--- config.mk ---
export PLATFORM = sky130hd
export DESIGN_NAME = blkreg_i2c_target
export DESIGN_NICKNAME = d
export VERILOG_FILES = /design/src/rtl/blkreg_pkg.sv /design/src/rtl/blk_sync2.sv /design/src/rtl/blk_bus_cond.sv /design/src/rtl/blk_regfile.sv /design/src/rtl/blkreg_i2c_target.sv
export SDC_FILE = /design/constraint.sdc
export NUM_CORES = 1
export LEC_CHECK = 0
export BUFFER_PORTS_ARGS = -buffer_cell sky130_fd_sc_hd__buf_4
export CORE_ASPECT_RATIO = 1.4
export CORE_MARGIN = 10
export CORE_UTILIZATION = 40
export DETAILED_ROUTE_END_ITERATION = 10
export GPL_TIMING_DRIVEN = 0
export MAX_ROUTING_LAYER = met4
export SLEW_MARGIN = 30
export SYNTH_ARGS = -nofsm -noshare
export SYNTH_HDL_FRONTEND = slang
export SYNTH_HIERARCHICAL = 1
export SYNTH_SLANG_ARGS = --single-unit
--- constraint.sdc ---
create_clock -name clk_i -period 5.8 [get_ports clk_i]
set_input_delay 0 -clock clk_i [delete_from_list [all_inputs] [get_ports clk_i]]
set_output_delay 0 -clock clk_i [all_outputs]
set_load 0.01 [all_outputs]
--- src/rtl/blkreg_pkg.sv ---
package blkreg_pkg;
  typedef enum logic [2:0] {
    PH_IDLE, PH_RX, PH_ACK_WAIT, PH_ACK_DRV, PH_TX, PH_MACK_WAIT, PH_MACK
  } phase_e;

  typedef enum logic [1:0] {K_ADDR, K_IDX, K_CNT, K_DATA} kind_e;
endpackage

--- src/rtl/blk_sync2.sv ---
module blk_sync2 #(
  parameter int STAGES = 2
) (
  input  logic clk_i,
  input  logic rst_i,
  input  logic d_i,
  output logic q_o
);
  logic [STAGES-1:0] pipe;

  always_ff @(posedge clk_i) begin
    if (rst_i) pipe <= '1;
    else       pipe <= {pipe[STAGES-2:0], d_i};
  end

  assign q_o = pipe[STAGES-1];
endmodule

--- src/rtl/blk_bus_cond.sv ---
module blk_bus_cond (
  input  logic clk_i,
  input  logic rst_i,
  input  logic scl_s_i,
  input  logic sda_s_i,
  output logic scl_rise_o,
  output logic scl_fall_o,
  output logic start_o,
  output logic stop_o
);
  logic scl_p, sda_p;

  always_ff @(posedge clk_i) begin
    if (rst_i) begin
      scl_p <= 1'b1;
      sda_p <= 1'b1;
    end else begin
      scl_p <= scl_s_i;
      sda_p <= sda_s_i;
    end
  end

  assign scl_rise_o = scl_s_i & ~scl_p;
  assign scl_fall_o = ~scl_s_i & scl_p;
  assign start_o    = scl_s_i & scl_p & sda_p & ~sda_s_i;
  assign stop_o     = scl_s_i & scl_p & ~sda_p & sda_s_i;
endmodule

--- src/rtl/blk_regfile.sv ---
module blk_regfile #(
  parameter int NREG = 16,
  parameter int DW   = 8,
  localparam int IW  = $clog2(NREG)
) (
  input  logic               clk_i,
  input  logic               rst_i,
  input  logic               we_i,
  input  logic [IW-1:0]      waddr_i,
  input  logic [DW-1:0]      wdata_i,
  output logic [NREG*DW-1:0] q_o
);
  logic [DW-1:0] mem [NREG];

  always_ff @(posedge clk_i) begin
    if (rst_i) begin
      for (int i = 0; i < NREG; i++) mem[i] <= '0;
    end else if (we_i) begin
      mem[waddr_i] <= wdata_i;
    end
  end

  for (genvar g = 0; g < NREG; g++) begin : g_flat
    assign q_o[g*DW +: DW] = mem[g];
  end
endmodule

--- src/rtl/blkreg_i2c_target.sv ---
module blkreg_i2c_target
  import blkreg_pkg::*;
#(
  parameter int         NREG     = 16,
  parameter int         DW       = 8,
  parameter int         CNT_REG  = 8,
  parameter logic [6:0] DEV_ADDR = 7'h69,
  localparam int        IW       = $clog2(NREG)
) (
  input  logic               clk_i,
  input  logic               rst_i,
  input  logic               scl_i,
  input  logic               sda_i,
  output logic               sda_oe_o,
  output logic [NREG*DW-1:0] regs_o
);
  logic scl_s, sda_s;
  logic scl_rise, scl_fall, start_evt, stop_evt;

  blk_sync2 #(.STAGES(2)) u_scl_sync (.clk_i(clk_i), .rst_i(rst_i), .d_i(scl_i), .q_o(scl_s));
  blk_sync2 #(.STAGES(2)) u_sda_sync (.clk_i(clk_i), .rst_i(rst_i), .d_i(sda_i), .q_o(sda_s));

  blk_bus_cond u_cond (
    .clk_i(clk_i), .rst_i(rst_i), .scl_s_i(scl_s), .sda_s_i(sda_s),
    .scl_rise_o(scl_rise), .scl_fall_o(scl_fall),
    .start_o(start_evt), .stop_o(stop_evt)
  );

  phase_e        phase;
  kind_e         kind;
  logic          rd_mode;
  logic [2:0]    bitcnt;
  logic [DW-1:0] rx_sh, tx_sh, rem;
  logic [IW-1:0] idx, waddr_q;
  logic [DW-1:0] wdata_q;
  logic          we_q;
  logic [DW-1:0] rx_byte, cnt_val, cur_val;

  assign rx_byte = {rx_sh[DW-2:0], sda_s};
  assign cnt_val = regs_o[CNT_REG*DW +: DW];
  assign cur_val = regs_o[idx*DW +: DW];

  function automatic logic [IW-1:0] nxt(input logic [IW-1:0] i);
    return (i == IW'(NREG-1)) ? '0 : i + 1'b1;
  endfunction

  always_ff @(posedge clk_i) begin
    if (rst_i) begin
      phase    <= PH_IDLE;
      kind     <= K_ADDR;
      rd_mode  <= 1'b0;
      bitcnt   <= '0;
      rx_sh    <= '0;
      tx_sh    <= '0;
      rem      <= '0;
      idx      <= '0;
      waddr_q  <= '0;
      wdata_q  <= '0;
      we_q     <= 1'b0;
      sda_oe_o <= 1'b0;
    end else begin
      we_q <= 1'b0;
      if (start_evt) begin
        phase    <= PH_RX;
        kind     <= K_ADDR;
        bitcnt   <= '0;
        sda_oe_o <= 1'b0;
      end else if (stop_evt) begin
        phase    <= PH_IDLE;
        sda_oe_o <= 1'b0;
      end else begin
        case (phase)
          PH_RX: if (scl_rise) begin
            rx_sh  <= rx_byte;
            bitcnt <= bitcnt + 3'd1;
            if (bitcnt == 3'd7) begin
              if (kind == K_ADDR) begin
                if (rx_byte[7:1] == DEV_ADDR) begin
                  rd_mode <= rx_byte[0];
                  phase   <= PH_ACK_WAIT;
                end else begin
                  phase <= PH_IDLE;
                end
              end else begin
                phase <= PH_ACK_WAIT;
              end
            end
          end
          PH_ACK_WAIT: if (scl_fall) begin
            sda_oe_o <= 1'b1;
            phase    <= PH_ACK_DRV;
            case (kind)
              K_IDX:  idx <= rx_sh[IW-1:0];
              K_CNT:  rem <= rx_sh;
              K_DATA: if (rem != '0) begin
                we_q    <= 1'b1;
                waddr_q <= idx;
                wdata_q <= rx_sh;
                idx     <= nxt(idx);
                rem     <= rem - 1'b1;
              end
              default: ;
            endcase
          end
          PH_ACK_DRV: if (scl_fall) begin
            bitcnt <= '0;
            if (kind == K_ADDR && rd_mode) begin
              tx_sh    <= cnt_val;
              sda_oe_o <= ~cnt_val[DW-1];
              kind     <= K_DATA;
              phase    <= PH_TX;
            end else begin
              sda_oe_o <= 1'b0;
              phase    <= PH_RX;
              case (kind)
                K_ADDR:  kind <= K_IDX;
                K_IDX:   kind <= K_CNT;
                default: kind <= K_DATA;
              endcase
            end
          end
          PH_TX: begin
            if (scl_fall) sda_oe_o <= ~tx_sh[DW-1];
            if (scl_rise) begin
              tx_sh  <= {tx_sh[DW-2:0], 1'b0};
              bitcnt <= bitcnt + 3'd1;
              if (bitcnt == 3'd7) phase <= PH_MACK_WAIT;
            end
          end
          PH_MACK_WAIT: if (scl_fall) begin
            sda_oe_o <= 1'b0;
            phase    <= PH_MACK;
          end
          PH_MACK: if (scl_rise) begin
            if (!sda_s) begin
              tx_sh  <= cur_val;
              idx    <= nxt(idx);
              bitcnt <= '0;
              phase  <= PH_TX;
            end else begin
              phase <= PH_IDLE;
            end
          end
          default: ;
        endcase
      end
    end
  end

  blk_regfile #(.NREG(NREG), .DW(DW)) u_bank (
    .clk_i(clk_i), .rst_i(rst_i), .we_i(we_q),
    .waddr_i(waddr_q), .wdata_i(wdata_q), .q_o(regs_o)
  );
endmodule

======== Word level (Yosys, flattened, before mapping) ========
Memories as Yosys holds them, arrays and structs flattened.
Index checks and enable logic that the tools add are counted.
cells by class
  $add $sub $neg .......................... 3
  eq/ne operators ......................... 35
  shift-type cells ........................ 1
  mux-type cells .......................... 52
  bitwise gates (word level) .............. 18
  reduce and logical (&&, ||, !) cells .... 26
operator list
  cell                                                 count
  variable part select 128 x 8 -> 8 bit                1
  2-to-1 mux 8 bit                                     7
  2-to-1 mux 3 bit                                     15
  inequality test 4 bit, second input constant         8
  2-to-1 mux 4 bit                                     6
  inequality test 2 bit, second input constant         12
  case mux 8 bit (3 select lines)                      1
  case mux 3 bit (6 select lines)                      1
  AND reduction 6 bit                                  3
  AND reduction 9 bit                                  2
  case mux 4 bit (2 select lines)                      2
  case mux 8 bit (2 select lines)                      1
  AND reduction 8 bit                                  2
  nonzero test 8 bit                                   2
  2-to-1 mux 1 bit                                     14
  equality test 3 bit, second input constant           4
  NOT 1 bit                                            11
  case mux 3 bit (3 select lines)                      1
  OR reduction 8 bit                                   1
  subtractor 8 x 1 -> 8 bit, second input constant     1
  bitwise AND 1 bit                                    7
  equality test 7 bit, second input constant           1
  AND reduction 7 bit                                  1
  equality test 3 x 2 -> 1 bit, second input constant  2
  other kinds (23)                                     29
word-level totals
  flip-flop bits (word level) ............. 57
  RAM bits ................................ 128
  output and inout port bits .............. 129
  memories kept ........................... 1
memory list
  name        depth  width  read ports  clocked after Yosys merged registers in  write ports  RTL line           text
  u_bank.mem  16     8      16          0                                        16           blk_regfile.sv:13  logic [DW-1:0] mem [NREG];

======== Logic depth before layout (Yosys ltp) ========
  depth after elaboration ................. 8
  gate-level depth with buffers ........... 9

======== Cells and area by module ========
The synthesis kept the hierarchy.
by module, submodules not included
  module             instances  cells an instance  area an instance (sq um)  sequential area each (sq um)
  blk_regfile        1          328                5036.1                    3843.7
  blkreg_i2c_target  1          462                3898.7                    1021.0
  blk_sync2          2          4                  52.6                      40.0
  blk_bus_cond       1          8                  85.1                      40.0

======== Least setup slack after synthesis ========
No wires, ideal clock.
  path type ............................... reg-to-reg
  start point ............................. register waddr_q[1]
  end point ............................... memory u_bank.mem[12][0] (enable)
  data arrival time ....................... 1461 ps
  path slack .............................. 3965 ps
  cell stages (with the launch flop) ...... 5
  buffers on the path ..................... 2
  period minus slack after synthesis ...... 1835 ps
  path through ............................ dfxtp_1 or2_2 clkbuf_1 clkbuf_1 o21bai_1
RTL lines
  what                      RTL line                 text
  start: declaration        blkreg_i2c_target.sv:34  logic [IW-1:0] idx, waddr_q;
  start signal: assignment  blkreg_i2c_target.sv:97  waddr_q <= idx;
  end: declaration          blk_regfile.sv:13

======== Worst setup path in the final report ========
  start point ............................. register phase[0]
  end point ............................... register tx_sh[3]
on the way
  cells in the longest elaborated chain, start to end .. 3
RTL lines
  what                                                                                 RTL line                  text
  start: declaration                                                                   blkreg_i2c_target.sv:29   phase_e phase;
  start signal: assignment                                                             blkreg_i2c_target.sv:49   phase <= PH_IDLE;
  start signal: assignment                                                             blkreg_i2c_target.sv:64   phase <= PH_RX;
  start signal: assignment                                                             blkreg_i2c_target.sv:69   phase <= PH_IDLE;
  equality test 3 x 2 -> 1 bit / equality test 3 bit (equally long branches)           blkreg_i2c_target.sv:72   case (phase)
  inequality test 2 bit (no source line) / nonzero test 3 bit (equally long branches)  -
  AND reduction 8 bit (no source line)                                                 -
  end signal: assignment                                                               blkreg_i2c_target.sv:108  tx_sh <= cnt_val;
  end signal: assignment                                                               blkreg_i2c_target.sv:125  tx_sh <= {tx_sh[DW-2:0], 1'b0};
  end signal: assignment                                                               blkreg_i2c_target.sv:136  tx_sh <= cur_val;
  end: declaration                                                                     blkreg_i2c_target.sv:33   logic [DW-1:0] rx_sh, tx_sh, rem;
Several ways; a longest one is shown, not always the timed one.
A chain may end at the register's enable or synchronous reset.

==> out/results.txt <==
The run finished with clean final reports. The number of clock sinks is 185. The initialized floorplan defines 65 standard-cell rows. Clock-pin slew was measured on the worst setup and hold paths at 0.07 ns. TritonCTS built the clock tree. The first detailed-routing pass took 5 iterations. The number of instances in the synthesized netlist was 806. Setup repair after global routing left no endpoint under its margin.

The launching point of the worst reg2reg path is phase[0]$_SDFFE_PP0P_. Counting cells, the worst reg-to-reg path comes to 9. Dividing the synthesized area by the synthesized cell count gives 11.3 sq um. The share of layout cells above drive strength 1 came out at 0.258. Final sum of negative setup slack: 0 ns.

Between clock sinks in the finished design, the worst skew comes to 0.00943 ns. In this run the clock root is driven by a clkbuf_16. The setup slack on the worst flop-to-flop path was 3.15 ns.

The total length of routed wires is 30,000 um. For the warning count from the yosys run, the log shows 6. The post-synthesis sequential area ratio is 0.546, and the maximum clock frequency is 377 MHz.

The detailed router placed 7,143 vias in this run. The HPWL reported at the end of detailed placement was 22,200 um. Category of the worst setup path capture point: a register. The startpoint of the tightest hold check path is rst_i. The worst-path maximum fanout is 10, and the final-report hold violation count is 0. The placer congestion estimate came out at 0.898. STA classifies the critical path startpoint as a register. The logs give 2 for the maximum count of clock buffers along a single path and 0.44 ns for the clock insertion delay at the later pin of the skew report. Number of buffers added on ports: 132.

The layout-stage area growth over the synthesis result was 21.9%; the number of fill cells was 2,148. The floorplan step defined a die boundary enclosing 29,300 sq um. The via count of the first global-routing pass is 7,336, and the floorplan die width is 148 um.

IR analysis of the VDD net gives a maximum drop of 212 uV. The number of cells on the worst hold path is 3, and the die extent in y is 199 um. The headroom to the max-slew limit is 0.357, and the netlist area before placement is 9130 sq um.

The final period demand of the worst path is 2.65 ns. In the routed design, unresolved DRC markers number 0. The violation count after the first detailed-routing iteration is 560. Summing all non-filler instances in the final layout gives an area of 11,100 sq um. The total track usage is 0.206, and the count of maximum capacitance violations is 0.

The number of gates given a new drive strength after cts was 0. The logs give 3.18 ns for the worst slack at placement and 0 for the number of antenna violations at the first check in global routing. The synthesized design contains 185 register bits. Number of distinct standard cells referenced by the synthesized netlist: 73.

For hold timing, the worst endpoint is u_sda_sync/pipe[1]$_SDFF_PP1_. The clock tree synthesis step divided the H-tree into 4 levels. Buffers inserted during post-CTS setup optimization: 0. The total inserted antenna cells came out at 0.

The count of nets left with antenna violations once routing finished came out at 0. The tools report the post-detailed-placement cell area as 10,500 sq um. The min-delay analysis places its worst path in the category in -> reg.

The multi-input combinational cells in the finished layout cover a total of 3660 sq um. The tools report the final critical-path setup slack as 3.15 ns. Pin placement for this block handled 133 I/O pins. The number of nets handed over by synthesis was 816. In this run the critical register-to-register path is captured at tx_sh[3]$_SDFFE_PP0P_.

The final period utilization is 0.457, and the post-detailed-route via-to-cell ratio is 5.60. Summed over all layers, the global routing overflow is 0. In this run the static leakage power is 3.85 nW. Entering global routing, the biggest net connects 17 pins.

For the pin with the worst max-slew slack, the measured transition is 0.957 ns. The total CTS buffers was 17. Number of setup violations in the final report: 0.

The worst setup path is of the reg -> reg kind. For the overall power, the log shows 2.76 mW. The area of all sequential standard cells was 4980 sq um; the net count reported at finish was 972.

The share of flip-flops with an asynchronous set or reset works out to 0. The synthesized design contains 128 enable-type register cells. Dividing total power by cell area gives a power density of 248 nW/um^2. The total count of max-transition violations in the final report was 0. In this run the standard cell core region covers 22,500 sq um. The share of the core filled with cells in the final layout came out at 0.494. The initial cell density of the core is 0.405, and the global-route wire length before repair is 44,700 um. Data arrives at the worst endpoint at 3.01 ns.

Data on the critical path is required at its endpoint by 6.16 ns. The routed length per instance came out at 23.5 um. The prevailing post-synth register cell was edfxtp_1.
## routing by layer
| metal | part of all wire | wire [um] | track usage | vias to the layer above |
|---|---|---|---|---|
| met3 | 0.047 | 1420 | 0.0266 | 63 |
| li1 | - | - | - | 3336 |
| met5 | 0 | 0 | - | - |
| met1 | 0.39 | 11700 | 0.231 | 3504 |
| met2 | 0.53 | 15800 | 0.360 | 240 |
| met4 | 0.036 | 1100 | 0.0923 | 0 |
## cells by family (layout without fill, tap and decap cells)
family | after synthesis | count (layout) | share of synthesized area
compound gates | 150 | 150 | 0.121
fa+ha+maj | 6 | 6 | 0.00823
buf+inv | 94 | 263 | 0.0522
flops | 185 | 185 | 0.546
mux | 75 | 75 | 0.0823
simple gates | 296 | 296 | 0.190
## sequential cells by signal, summed over array words and instances (netlist names)
name / cells
waddr_q: 4
wdata_q: 8
bitcnt: 3
phase: 3
sda_oe_o: 1
rx_sh: 8
tx_sh: 8
kind: 2
rem: 8
u_bank/mem: 128
u_cond/scl_p: 1
rd_mode: 1
u_cond/sda_p: 1
u_scl_sync/pipe: 2
idx: 4
we_q: 1
u_sda_sync/pipe: 2
## cells in the mapped netlist (all sizes together) (8+ instances only)
library cell	n	area, sq um
a21oi	38	194
nand2	38	143
a22oi	34	255
a2111oi	8	97.6
mux2i	75	751
edfxtp	128	3840
o21ai	20	100
nor2	27	106
nor3	137	821
clkbuf	35	134
and3	22	138
nand2b	9	56.3
inv	17	63.8
buf	42	279
nor2b	11	68.8
dfxtp	57	1140
o21bai	17	143
or2	13	81.3
## cell usage in the layout, fill, tap and decap left out, types with 27 or more instances in the layout
master,instances
nand2_1,38
nor3_2,27
clkbuf_1,34
dfxtp_1,57
nor3_1,110
a22oi_1,34
mux2i_1,75
buf_4,139
edfxtp_1,128
a21oi_1,37
## layout make-up
type | count | area share
Inverter | 17 | 0.00573
Clock inverter | 8 | 0.00506
Multi-Input combinational cell | 527 | 0.329
Tap cell | 301 | 0.0338
Buffer | 77 | 0.0371
Clock buffer | 24 | 0.0475
Timing Repair Buffer | 137 | 0.0936
Sequential cell | 185 | 0.448
## through the flow
step,std cells,hold WS [ns]
after detailed placement,1239,0.186
after global placement,1239,0.181
after floorplan,806,0.0971
after global routing,1276,0.415
final,1276,0.396
after CTS,1276,0.385
## how the worst max path moves through the flow
stage | from | end | slack [ns]
floorplan | waddr_q[1]$_SDFFE_PP0P_ | u_bank/mem[12][0]$_SDFFCE_PN0P_ | 3.96
global placement | phase[0]$_SDFFE_PP0P_ | tx_sh[4]$_SDFFE_PP0P_ | 3.19
detailed placement | phase[0]$_SDFFE_PP0P_ | tx_sh[3]$_SDFFE_PP0P_ | 3.18
CTS | phase[0]$_SDFFE_PP0P_ | tx_sh[3]$_SDFFE_PP0P_ | 3.17
global route | phase[0]$_SDFFE_PP0P_ | tx_sh[3]$_SDFFE_PP0P_ | 3.00
finish | phase[0]$_SDFFE_PP0P_ | tx_sh[3]$_SDFFE_PP0P_ | 3.15
## critical path, cell delays in order, from the launching register on
cell and delay, ns:
dfxtp_1 0.31, buf_2 0.18, inv_1 0.11, ha_1 0.15, clkbuf_1 0.31, nand2_1 0.12, nor3_1 0.75, and3_1 0.39
a2111oi_1 0.09, a21oi_1 0.17
## power breakdown
group / total (mW) / leakage [nW] / internal (mW) / switching (mW)
clock network: 1.15 / 0.296 / 0.642 / 0.511
registers: 1.47 / 1.78 / 1.44 / 0.0269
logic: 0.137 / 1.77 / 0.0597 / 0.0774
## repair_timing
action                                 4_1_cts  5_1_grt
setup endpoints to repair                    0        0
endpoints found under the hold margin        6        0
hold buffers                                 5        0
No activity file was read; power rests on OpenSTA's default activity.
